File: config.mk
export PLATFORM = sky130hd
export DESIGN_NAME = status_trailer_gen
export DESIGN_NICKNAME = d
export VERILOG_FILES = /design/src/rtl/status_trailer_gen.sv
export SDC_FILE = /design/constraint.sdc
export NUM_CORES = 1
export LEC_CHECK = 0
export ABC_AREA = 1
export CAP_MARGIN = 20
export CORE_AREA = 2 2 39 41
export CTS_CLUSTER_SIZE = 40
export DETAILED_ROUTE_END_ITERATION = 16
export DIE_AREA = 0 0 41 43
export GPL_TIMING_DRIVEN = 0
export MAX_ROUTING_LAYER = met4
export SYNTH_ARGS = -nofsm -noshare
export SYNTH_HDL_FRONTEND = slang
export SYNTH_SLANG_ARGS = --single-unit
File: constraint.sdc
create_clock -name clk -period 1.34 [get_ports clk]
set_input_delay 0.268 -clock clk [delete_from_list [all_inputs] [get_ports clk]]
set_output_delay 0.268 -clock clk [all_outputs]
set_load 0.01 [all_outputs]
File: src/rtl/status_trailer_gen.sv
module status_trailer_gen #(
  parameter int NIB_W = 4,
  parameter int CRC_W = 8
) (
  input  logic                     clk,
  input  logic                     rst_n,
  input  logic                     wdg_evt,
  input  logic                     sys_evt,
  input  logic                     acc_evt,
  input  logic                     stat_rd,
  input  logic                     angle_ok,
  input  logic [$clog2(NIB_W)-1:0] dev_id,
  input  logic [CRC_W-1:0]         crc_in,
  output logic [3+NIB_W+CRC_W:0]   trailer
);
  localparam int          NFLAG    = 3;
  localparam logic [NFLAG-1:0] FLAG_INIT = 3'b011;

  logic [NFLAG-1:0] evt;
  logic [NFLAG-1:0] flag_q;
  logic [NIB_W-1:0] resp;

  assign evt = {wdg_evt, sys_evt, acc_evt};

  for (genvar f = 0; f < NFLAG; f++) begin : g_flag
    always_ff @(posedge clk or negedge rst_n) begin
      if (!rst_n)          flag_q[f] <= FLAG_INIT[f];
      else if (evt[f])     flag_q[f] <= 1'b0;
      else if (stat_rd)    flag_q[f] <= 1'b1;
    end
  end

  for (genvar i = 0; i < NIB_W; i++) begin : g_resp
    assign resp[i] = (dev_id != i);
  end

  assign trailer = {flag_q, angle_ok, resp, crc_in};
endmodule


==> metrics.cfg <==
[critical_path]
critPathBufInv = 1
cp-end-kind = output port
crit_path_max_incr_delay_ps = 520
worst_path_cell_chain = dlygate4sd2_1
critPathRequiredTime_ps = 1070
timing.critical_path.arrival_ps = 1010
startpoint_type = register
timing.critical_path.max_delay_family = flip-flops
critPathSlowestCell = dfstp_2
crit_path_max_fanout = 2
start_to_end_type_of_the_worst_setup_path = register to output port

[cells_and_area]
final_nets = 69
postLayoutCoreUtil = 0.333
syn_to_final_growth_pct = 142
largest_reg_flops = 3
finalNonFillerCells = 67
post_route_cells_drive_above_1_share = 0.314
antenna_cells = 0

[power]
p_int_uw = 284
power.switching_uw = 86.1
p_comb_frac = 0.294
vdd_ir_drop_max_mv = 0.470
total_leakage_power_uw = 0.000224
netSwitchingFraction = 0.233
power_density_mw_per_mm2 = 804
power.share.clock = 0.428
power.sequential.fraction = 0.278

[placement]
place_inst = 63
port-buffer-count = 23
routabilityCongestion = 0.533

[logic_synthesis]
synthCells = 24
netlist_area_sq_um = 190
post-synth-top-area-cell = buf_4
synth.yosys.seq_area_share = 0.408
synthDistinctLibCells = 6
netlist.area_leader.share = 0.355
number_of_warning_messages_in_the_yosys_log = 0
post_synth_most_frequent_cells = buf_4 (9), nor2_1 (6), nand2_1 (4), dfstp_2 (2), inv_1 (2)
syn_nets = 41
post-synth-top-count-cell = buf_4
synthesis_stage_register_bit_count = 3
syn-mean-instance-area_sq_um = 7.92
synth_edf_count = 0
synth_top_flop_cell = dfstp_2
postSynth.asyncResetShare = 1.00
synth.area.top_cells = buf_4 (36%), dfstp_2 (28%), dfrtp_1 (13%)

[grt]
global_route_wire_length_before_repair_um = 669
grt_remaining_overflow = 0
antenna_found_initial = 0
globalRouteTotalUtil = 0.0638
grt_start_max_net_pins = 4
grt_pass1_vias = 204

[sta]
number_of_failing_hold_endpoints_at_the_final_stage = 0
finalWorstPathRequiredPeriod_ps = 1280
unrepaired_setup_endpoints_after_global_routing = no
timing_worst_slew_pin_value_ps = 139
timing.final.max_slew_violations = 0
worst_clk_skew_ps = 0
clock.fmax_mhz = 781
final_setup_fails = 0
max_slew_margin = 0.907
min_period_over_period = 0.956

[die]
die_area_sq_mm = 0.00176
floorplan.initialDensity = 0.137
fp.dieW_um = 41
floorplan.core_area_sq_mm = 0.00138
std_cell_rows = 14
chipHeight_um = 43
io_pins = 33

[clock_tree]
cts_sinks = 3
h-tree-depth = 1
clock_latency_ps = 230
cts_tree = done
count_of_buffers_added_by_post_cts_timing_repair_for_setup = 0
ctsRootBufferMaster = clkbuf_4
cts-root-to-sink-buffers = 2
clk_pin_slew_ps = 40
cts_inserted_buffers = 3

[drt]
vias_per_cell = 3.55
first_drt_iteration_drcs = 1
ant_nets = 0
via_count = 238
detail_route.wl_per_cell_um = 7.16
detail_route.drc_violations = 0
postRouteWirelength_um = 480
first_pass_iters = 2

[hold_path]
holdCritPathClass = primary input to async pin

[run]
drv_cap = 0

[status]
run_status = completed

==> per-stage QoR <==
| step | total power, uW | worst slack, ps | area, sq um | hold WS, ps | TNS [ps] |
|---|---|---|---|---|---|
| after floorplan | 148 | 543 | 190 | -27.6 | 0 |
| after global routing | 404 | 15.6 | 460 | 205 | 0 |
| after global placement | 223 | -329 | 440 | 464 | -1210 |
| final | 370 | 58.8 | 460 | 218 | 0 |
| after detailed placement | 225 | -346 | 440 | 464 | -1250 |
| after CTS | 380 | 42.3 | 460 | 213 | 0 |
==> logic make-up (layout without fill, tap and decap cells) <==
group,Yosys count,after routing,synth area share
DFF,3,3,0.408
and+or+nand+nor,10,10,0.197
buffers and inverters,11,38,0.395
==> routing by layer <==
metal / share of wire / vias to the layer above / GRT usage
met5: 0 / - / -
met2: 0.51 / 25 / 0.0969
li1: - / 115 / -
met1: 0.25 / 96 / 0.0418
met4: 0.038 / 0 / 0.0800
met3: 0.20 / 2 / 0.0314
==> cell type report <==
cell class                 instances  area (sq um)
fill                             155           923
tap                               16          20.0
sequential                         3          77.6
multi-input combinational         10          37.5
clock buffer                       4          26.3
timing repair buffer              23           224
buffer                             9          67.6
inverter                           2          7.51
==> path summary, 6_finish.rpt <==
kind / start / endpoint / slack [ps] / cells past startpoint
min: rst_n / trailer[15]$_DFFE_PN0P_ / 220 / 1
min reg2reg: trailer[14]$_DFFE_PN1P_ / trailer[14]$_DFFE_PN1P_ / 480 / 2
max reg2reg: trailer[13]$_DFFE_PN1P_ / trailer[13]$_DFFE_PN1P_ / 630 / 2
max in group asynchronous: rst_n / trailer[13]$_DFFE_PN1P_ / 900 / 1
min in group clk: trailer[14]$_DFFE_PN1P_ / trailer[14]$_DFFE_PN1P_ / 480 / 2
max: trailer[14]$_DFFE_PN1P_ / trailer[14] / 60 / 1
==> power groups by stage <==
stage,sequential [uW],clock (uW),combinational [uW]
3_3_place_gp,104,0,119
4_1_cts,103,166,111
2_1_floorplan,108,0,40.7
6_report,103,158,109
5_1_grt,104,180,120
3_5_place_dp,104,0,120
==> placed cells by master, fill, tap and decap left out <==
cell / Yosys / final
clkdlybuf4s15_2: 0 / 2
inv_1: 2 / 2
clkdlybuf4s50_1: 0 / 14
buf_4: 9 / 9
dfstp_2: 2 / 2
dfrtp_1: 1 / 1
nand2_1: 4 / 4
nor2_1: 6 / 6
clkbuf_1: 0 / 1
dlygate4sd2_1: 0 / 7
clkbuf_4: 0 / 3
==> timing repair <==
action	in CTS	in global routing
setup endpoints to repair	7	0
hold buffers	0	0
resized for setup	13	0
Power figures use the tool's default switching activity.
